### src/rtl/lpcmp_pkg.sv
package lpcmp_pkg;
  localparam int OFS_CTRL  = 0;
  localparam int OFS_PRESC = 4;
  localparam int OFS_CMP   = 8;
  localparam int OFS_CNT   = 12;
  localparam int PIN_SEL_W = 2;
  localparam int FLAG_BIT  = 7;

  typedef struct packed {
    logic                 dma_en;
    logic                 irq_en;
    logic [PIN_SEL_W-1:0] pin_sel;
    logic                 pol_low;
    logic                 free_run;
    logic                 pulse_mode;
    logic                 run;
  } ctrl_t;
endpackage

### src/rtl/lpcmp_regs.sv
module lpcmp_regs
  import lpcmp_pkg::*;
#(
  parameter int CNT_W   = 16,
  parameter int DATA_W  = 32,
  parameter int ADDR_W  = 4,
  parameter int PRESC_W = 7
) (
  input  logic               clk,
  input  logic               rst,
  input  logic               wr_en,
  input  logic [ADDR_W-1:0]  addr,
  input  logic [DATA_W-1:0]  wdata,
  input  logic               flag,
  input  logic [CNT_W-1:0]   cnt,
  output ctrl_t              ctrl,
  output logic [CNT_W-1:0]   cmp,
  output logic [PRESC_W-1:0] presc,
  output logic               flag_wclr,
  output logic [DATA_W-1:0]  rdata
);
  localparam logic [ADDR_W-1:0] A_CTRL  = ADDR_W'(OFS_CTRL);
  localparam logic [ADDR_W-1:0] A_PRESC = ADDR_W'(OFS_PRESC);
  localparam logic [ADDR_W-1:0] A_CMP   = ADDR_W'(OFS_CMP);
  localparam logic [ADDR_W-1:0] A_CNT   = ADDR_W'(OFS_CNT);

  logic [8:0] ctrl_word;

  assign flag_wclr = wr_en && (addr == A_CTRL) && wdata[FLAG_BIT];
  assign ctrl_word = {ctrl.dma_en, flag, ctrl.irq_en, ctrl.pin_sel,
                      ctrl.pol_low, ctrl.free_run, ctrl.pulse_mode, ctrl.run};

  always_ff @(posedge clk) begin
    if (rst) begin
      ctrl  <= '0;
      cmp   <= '0;
      presc <= '0;
    end else if (wr_en) begin
      case (addr)
        A_CTRL: begin
          ctrl.run        <= wdata[0];
          ctrl.pulse_mode <= wdata[1];
          ctrl.free_run   <= wdata[2];
          ctrl.pol_low    <= wdata[3];
          ctrl.pin_sel    <= wdata[4 +: PIN_SEL_W];
          ctrl.irq_en     <= wdata[6];
          ctrl.dma_en     <= wdata[8];
        end
        A_PRESC: presc <= wdata[PRESC_W-1:0];
        A_CMP:   if (!ctrl.run || flag) cmp <= wdata[CNT_W-1:0];
        default: ;
      endcase
    end
  end

  always_ff @(posedge clk) begin
    if (rst) rdata <= '0;
    else begin
      case (addr)
        A_CTRL:  rdata <= DATA_W'(ctrl_word);
        A_PRESC: rdata <= DATA_W'(presc);
        A_CMP:   rdata <= DATA_W'(cmp);
        A_CNT:   rdata <= DATA_W'(cnt);
        default: rdata <= '0;
      endcase
    end
  end
endmodule

### src/rtl/lpcmp_evt.sv
module lpcmp_evt #(
  parameter int NPIN  = 4,
  parameter int SEL_W = 2
) (
  input  logic             clk,
  input  logic             rst,
  input  logic             pulse_mode,
  input  logic             pol_low,
  input  logic [SEL_W-1:0] sel,
  input  logic             tick_en,
  input  logic [NPIN-1:0]  pins,
  output logic             evt
);
  logic act, prev_q;

  assign act = pins[sel] ^ pol_low;

  always_ff @(posedge clk) begin
    if (rst) prev_q <= 1'b0;
    else     prev_q <= act;
  end

  assign evt = pulse_mode ? (act && !prev_q) : tick_en;
endmodule

### src/rtl/lpcmp_count.sv
module lpcmp_count #(
  parameter int CNT_W = 16
) (
  input  logic             clk,
  input  logic             rst,
  input  logic             run,
  input  logic             free_run,
  input  logic             evt,
  input  logic [CNT_W-1:0] cmp,
  input  logic             clr_req,
  output logic [CNT_W-1:0] cnt,
  output logic             flag
);
  logic hit;
  assign hit = evt && (cnt == cmp);

  always_ff @(posedge clk) begin
    if (rst || !run) begin
      cnt  <= '0;
      flag <= 1'b0;
    end else begin
      if (evt) cnt <= (hit && !free_run) ? '0 : cnt + 1'b1;
      if (hit)          flag <= 1'b1;
      else if (clr_req) flag <= 1'b0;
    end
  end
endmodule

### src/rtl/lpcmp_timer.sv
module lpcmp_timer
  import lpcmp_pkg::*;
#(
  parameter int CNT_W   = 16,
  parameter int DATA_W  = 32,
  parameter int ADDR_W  = 4,
  parameter int PRESC_W = 7
) (
  input  logic               clk,
  input  logic               rst,
  input  logic               wr_en,
  input  logic [ADDR_W-1:0]  addr,
  input  logic [DATA_W-1:0]  wdata,
  output logic [DATA_W-1:0]  rdata,
  input  logic               tick_en,
  input  logic [3:0]         pulse_in,
  input  logic               dma_ack,
  output logic [PRESC_W-1:0] presc_cfg,
  output logic               irq,
  output logic               dma_req
);
  localparam int NPIN = 1 << PIN_SEL_W;

  ctrl_t            ctrl_q;
  logic [CNT_W-1:0] cmp_q, cnt_q;
  logic             flag_q, flag_wclr, evt;

  lpcmp_regs #(.CNT_W(CNT_W), .DATA_W(DATA_W), .ADDR_W(ADDR_W), .PRESC_W(PRESC_W)) u_regs (
    .clk(clk), .rst(rst), .wr_en(wr_en), .addr(addr), .wdata(wdata),
    .flag(flag_q), .cnt(cnt_q), .ctrl(ctrl_q), .cmp(cmp_q), .presc(presc_cfg),
    .flag_wclr(flag_wclr), .rdata(rdata)
  );

  lpcmp_evt #(.NPIN(NPIN), .SEL_W(PIN_SEL_W)) u_evt (
    .clk(clk), .rst(rst), .pulse_mode(ctrl_q.pulse_mode), .pol_low(ctrl_q.pol_low),
    .sel(ctrl_q.pin_sel), .tick_en(tick_en), .pins(pulse_in), .evt(evt)
  );

  lpcmp_count #(.CNT_W(CNT_W)) u_count (
    .clk(clk), .rst(rst), .run(ctrl_q.run), .free_run(ctrl_q.free_run), .evt(evt),
    .cmp(cmp_q), .clr_req(flag_wclr || dma_ack), .cnt(cnt_q), .flag(flag_q)
  );

  assign irq     = flag_q && ctrl_q.irq_en;
  assign dma_req = flag_q && ctrl_q.dma_en;
endmodule

### config.mk
export PLATFORM = sky130hd
export DESIGN_NAME = lpcmp_timer
export DESIGN_NICKNAME = d
export VERILOG_FILES = /design/src/rtl/lpcmp_pkg.sv /design/src/rtl/lpcmp_regs.sv /design/src/rtl/lpcmp_evt.sv /design/src/rtl/lpcmp_count.sv /design/src/rtl/lpcmp_timer.sv
export SDC_FILE = /design/constraint.sdc
export NUM_CORES = 1
export LEC_CHECK = 0
export CORE_MARGIN = 2
export CORE_UTILIZATION = 45
export CTS_BUF_LIST = sky130_fd_sc_hd__clkbuf_2 sky130_fd_sc_hd__clkbuf_4 sky130_fd_sc_hd__clkbuf_8
export CTS_CLUSTER_DIAMETER = 100
export CTS_CLUSTER_SIZE = 8
export DETAILED_ROUTE_END_ITERATION = 10
export HOLD_SLACK_MARGIN = 0.03
export MAX_ROUTING_LAYER = met4
export PLACE_DENSITY_LB_ADDON = 0.2
export SYNTH_ARGS = -nofsm -noshare
export SYNTH_HDL_FRONTEND = slang
export SYNTH_HIERARCHICAL = 1
export SYNTH_SLANG_ARGS = --single-unit
### constraint.sdc
create_clock -name clk -period 2.3 [get_ports clk]
set_input_delay 0.23 -clock clk [delete_from_list [all_inputs] [get_ports clk]]
set_output_delay 0.23 -clock clk [all_outputs]
set_load 0.03 [all_outputs]
== Word level (Yosys, flattened, before mapping) ==
Index checks and enable logic that the tools add are counted.

* Bits in registers: 81
* Input port bits: 45
* Output and inout bits: 41

* $add $sub $neg: 1
* Order comparisons: 1
* Equality and inequality tests: 4
* Multiplexer cells: 7
* Bitwise operators: 1
* Reduce and logical (&&, ||, !) cells: 18

{| class="wikitable"
|+ Operators by type and width
! operator !! number
|-
| one-hot mux 16 bit (4 select lines) || 1
|-
| adder 16 x 1 -> 16 bit, second input constant || 1
|-
| equality test 16 bit || 1
|-
| two-way mux 16 bit || 1
|-
| equality test 4 bit, second input constant || 2
|-
| logical AND 1 bit || 7
|-
| equality test 4 x 3 -> 1 bit, second input constant || 1
|-
| logical NOT 4 bit || 1
|-
| two-way mux 1 bit || 4
|-
| AND reduction 2 bit || 2
|-
| logical NOT 1 bit || 3
|-
| logical OR 1 bit || 3
|-
| < comparator 2 x 3 -> 1 bit, second input constant || 1
|-
| AND reduction 3 bit || 1
|-
| binary-select mux 1 bit (select 2 bit) || 1
|-
| nonzero test 2 bit || 1
|-
| XOR 1 bit || 1
|}

== Logic depth before layout (Yosys ltp) ==
Gate-level depths: netlist of run 1.

* Word-level depth: 8
* Mapped depth: 9
* Mapped depth without buffers: 8

== By module ==
Netlist of run 1, hierarchy kept.

{| class="wikitable"
|+ Modules (own cells, without submodules)
! module !! times used !! cells an instance !! area each (um2) !! sequential area each (um2)
|-
| lpcmp_regs || 1 || 230 || 2227.1 || 940.9
|-
| lpcmp_count || 1 || 106 || 922.1 || 340.3
|-
| lpcmp_evt || 1 || 7 || 78.8 || 20.0
|-
| lpcmp_timer || 1 || 3 || 18.8 || 0.0
|}

== Worst setup path before layout of run 1 ==
Ideal clock, no wire load.

* Kind: register to register
* From: register u_regs/ctrl[4] (netlist bit)
* To: register u_count.cnt[15]
* Library setup time: 129 ps
* Data arrival time: 2031 ps
* Required time: 2171 ps
* Slack: 140 ps
* Stages on the path, launching flop included: 10
* Path buffers: 1
* Period minus slack after synthesis: 2160 ps
* Cell sequence: dfxtp_1 -> mux4_2 -> xnor2_2 -> o22ai_1 -> buf_2 -> nand3_1 -> nor4_1 -> nand3_1 -> xor2_1 -> nor2_1

* Word-level cells in the longest chain between the ends: 8

{| class="wikitable"
|+ RTL lines
! element !! line !! source
|-
| start: declaration || lpcmp_regs.sv:16 || <nowiki>output ctrl_t ctrl,</nowiki>
|-
| binary-select mux 1 bit (select 2 bit) * || lpcmp_evt.sv:16 || <nowiki>assign act = pins[sel] ^ pol_low;</nowiki>
|-
| two-way mux 1 bit (not written as such) * || lpcmp_evt.sv:16 ||
|-
| XOR 1 bit * || lpcmp_evt.sv:16 ||
|-
| logical AND 1 bit * || lpcmp_evt.sv:23 || <nowiki>assign evt = pulse_mode ? (act && !prev_q) : tick_en;</nowiki>
|-
| two-way mux 1 bit * || lpcmp_evt.sv:23 ||
|-
| named net evt || lpcmp_timer.sv:26 || <nowiki>logic flag_q, flag_wclr, evt;</nowiki>
|-
| logical AND 1 bit || lpcmp_count.sv:15 || <nowiki>assign hit = evt && (cnt == cmp);</nowiki>
|-
| logical AND 1 bit || lpcmp_count.sv:22 || <nowiki>if (evt) cnt <= (hit && !free_run) ? '0 : cnt + 1'b1;</nowiki>
|-
| two-way mux 16 bit || lpcmp_count.sv:22 ||
|-
| end signal: assignment || lpcmp_count.sv:22 ||
|-
| end: declaration || lpcmp_count.sv:11 || <nowiki>output logic [CNT_W-1:0] cnt,</nowiki>
|}

The timed path passes the listed nets; every way through them passes the cells marked *. The select of a mux whose other input is x is not followed.
A chain may end at the register's enable or synchronous reset.

== Final worst setup path of run 1 ==
* From: register u_regs/ctrl[4] (netlist bit)
* To: register u_count.cnt[4]

The elaborated chain is that of the path after synthesis.

==> flow_summary.json, run 1 <==
{
  "status": "completed",
  "async_reset_ff_frac": 0,
  "synth_simple_gate_area_share": 0.214,
  "synth_most_common_cell": "dfxtp_1",
  "die-area_um2": 7910,
  "min_to": "u_regs/cmp[13]",
  "cp.required_ps": 2530,
  "chipHeight_um": 88.9,
  "post_dp_cell_area_um2": 3880,
  "vias": 2540,
  "setup_viol": 0,
  "skew_ps": 9.78,
  "grt_max_degree": 28,
  "yosysTopAreaCell": "dfxtp_1",
  "critPathBufInv": 2,
  "arrival_ps": 2390,
  "muxShareOfSynthArea": 0.149,
  "rows": 30,
  "root_buffer": "clkbuf_8",
  "clock_sinks": 65,
  "initial_utilization": 0.470,
  "period_needed_ps": 2160,
  "period_share": 0.941,
  "syn_area_um2": 3250,
  "drv_slew": 0,
  "ys_seq_elements": 65,
  "synth_commonest_cells": "dfxtp_1, mux2i_1, nand2b_1",
  "rsz0062_at_grt": "false",
  "synth_edf_count": 0,
  "synth_xor_area_frac": 0.0886,
  "worstRegToRegCells": 8,
  "cts_made_buffers": 9,
  "worstReg2RegEnd": "u_count/cnt[4]",
  "gp_congestion": 0.893,
  "layout.nets": 457,
  "synth_area_leaders": "dfxtp_1, mux2i_1, nand2b_1, xor2_1, buf_4",
  "drt_iter0_markers": 163,
  "final_layout_size_suffix_gt1_frac": 0.106,
  "wl_per_cell_um": 13.9,
  "powerDensity_nw_per_um2": 579,
  "synth_top_family_by_area": "simple AND/OR/NAND/NOR gates",
  "clk_latency_ps": 330,
  "crit_slowest_cell": "mux4_2",
  "worstMarginPinSlew_ps": 506,
  "synth_area_per_cell_um2": 9.38,
  "max_slew_margin": 0.661,
  "synthAdderAreaFrac": 0.00385,
  "hp-class": "in2reg",
  "viasPerCell": 4.96,
  "place_hpwl_mm": 5.32,
  "grt_pass1_vias": 2341,
  "final_hold_viol_count": 0,
  "ys.flop_type": "dfxtp_1",
  "whs_path_depth": 3,
  "vdd_drop_max_uv": 309,
  "r2r_start": "u_regs/ctrl[4]",
  "power_mw": 2.39,
  "htree_levels": 3,
  "num_io_pins": 86,
  "antenna_found_initial": 0,
  "max_cap_viol_count": 0,
  "tritoncts": "yes",
  "cp_max_fo": 15,
  "final_design_area_no_fill_um2": 4130,
  "crit_chain": "mux4_2, xnor2_2, o22ai_1, buf_4, nand4_1, o311ai_4, buf_12, nor2_1",
  "grt.total_usage": 0.194,
  "clockBufferDepth": 2,
  "crit_type": "reg2reg",
  "clk_pin_slew_ps": 70,
  "antenna_cells": 0,
  "netlist.area_leader.share": 0.401,
  "drc": 0,
  "synth-compound-area-share": 0.0663,
  "rrSetupSlack_ps": 140,
  "core-area_um2": 6910,
  "grt_pass1_wl_mm": 11.3,
  "ys_types": 35,
  "synth.yosys.warnings": 6,
  "syn2layout_area_growth_pct": 27.1,
  "syn_inst": 346,
  "fin_util": 0.597,
  "numPortBuffers": 53,
  "wl_mm": 7.12,
  "detail-route-antenna-nets": 0,
  "die_w_um": 88.9,
  "path_delay_family": "multiplexers",
  "max_stage_delay_ps": 520,
  "drt-pass1-iter-count": 4,
  "worst_hold_startpoint": "wdata[13]",
  "end_kind": "flip-flop",
  "clock.fmax_mhz": 462,
  "start_kind": "flip-flop",
  "ys_seq_area_frac": 0.401,
  "leakagePower_nw": 1.66,
  "grt.overflow.total": 0
}
[cell families after synthesis]
| logic type | count (synthesis) |
|---|---|
| xor+xnor | 32 |
| other cells | 1 |
| buf+inv | 40 |
| fa+ha+maj | 1 |
| compound gates | 32 |
| mux | 47 |
| flops | 65 |
| simple gates | 128 |
[power breakdown]
part,switching [mW],internal (mW)
Clock,0.412,0.613
Sequential,0.00794,1.13
Combinational,0.117,0.103
[through the flow]
stage / worst slack [ps] / TNS (ps) / hold slack [ps] / cells
final: 135 / 0 / 468 / 512
after floorplan: 140 / 0 / 302 / 361
after global placement: -163 / -1930 / 478 / 494
after global routing: 10.8 / 0 / 491 / 512
after detailed placement: -190 / -2110 / 490 / 494
after CTS: 19.0 / 0 / 462 / 510
[layout by cell type, fill, tap and decap left out, types with 2 or more instances in the layout]
cell | synthesis | layout
and2_1 | 11 | 11
and3_1 | 3 | 3
buf_4 | 17 | 19
clkbuf_4 | 0 | 2
clkbuf_8 | 0 | 12
clkdlybuf4s50_1 | 0 | 53
conb_1 | 1 | 16
dfxtp_1 | 65 | 64
inv_1 | 6 | 6
mux2i_1 | 46 | 46
nand2_1 | 6 | 6
nand2b_1 | 42 | 42
nand3_1 | 14 | 14
nand4_1 | 3 | 3
nor2_1 | 28 | 28
nor2b_1 | 9 | 9
nor3_1 | 4 | 3
nor4_1 | 4 | 3
o21ai_0 | 18 | 18
o22ai_1 | 9 | 9
xnor2_1 | 6 | 6
xor2_1 | 25 | 25
[sequential cells by signal, summed over array words and instances (netlist names)]
signal	cells
u_count/cnt	16
u_count/flag	1
u_evt/prev_q	1
u_regs/cmp	16
u_regs/ctrl	8
u_regs/presc	7
u_regs/rdata	16
[worst max path at each step]
stage                         from              end  depth (start not counted)
global route        u_regs/ctrl[4]  u_count/cnt[13]                         10
finish              u_regs/ctrl[4]   u_count/cnt[4]                          8
detailed placement     pulse_in[3]   u_count/cnt[1]                          9
CTS                 u_regs/ctrl[4]   u_count/cnt[1]                          8
global placement       pulse_in[3]   u_count/cnt[1]                          9
floorplan           u_regs/ctrl[4]  u_count/cnt[15]                          9
[what timing repair did]
item	CTS	global route
hold buffers	0	0
resized for setup	0	5
endpoints found under the setup margin	0	16
buffers inserted	0	2
[routing by layer]
layer	wire, µm	global-route usage	vias to the layer above
met5	0	-	-
met4	115	0.0706	0
met3	377	0.0305	12
met2	3100	0.280	74
met1	3530	0.274	1186
li1	-	-	1268
[worst reg2reg max path: cells and delay by family (launching register included)]
kind	cells	cell delay (ps)
AO/OA/AOI/OAI	2	430
AND/OR/NAND/NOR	2	240
flip-flops	1	350
XOR/XNOR	1	160
buffers and inverters	2	350
multiplexers	1	520
[final cells by class]
class | instances | area, µm²
Fill cell | 630 | 2780
Multi-Input combinational cell | 256 | 1770
Sequential cell | 65 | 1300
Timing Repair Buffer | 73 | 693
Clock buffer | 14 | 180
Tap cell | 96 | 120
Clock inverter | 2 | 35.0
Inverter | 6 | 22.5
Note: power is estimated with default switching activity, not from simulation.
==> run 2: changes to the inputs <==
CTS_CLUSTER_DIAMETER = 150   (was 100)
==> results of run 2 <==
Final layout, timing and power as in run 1 (identical DEF).
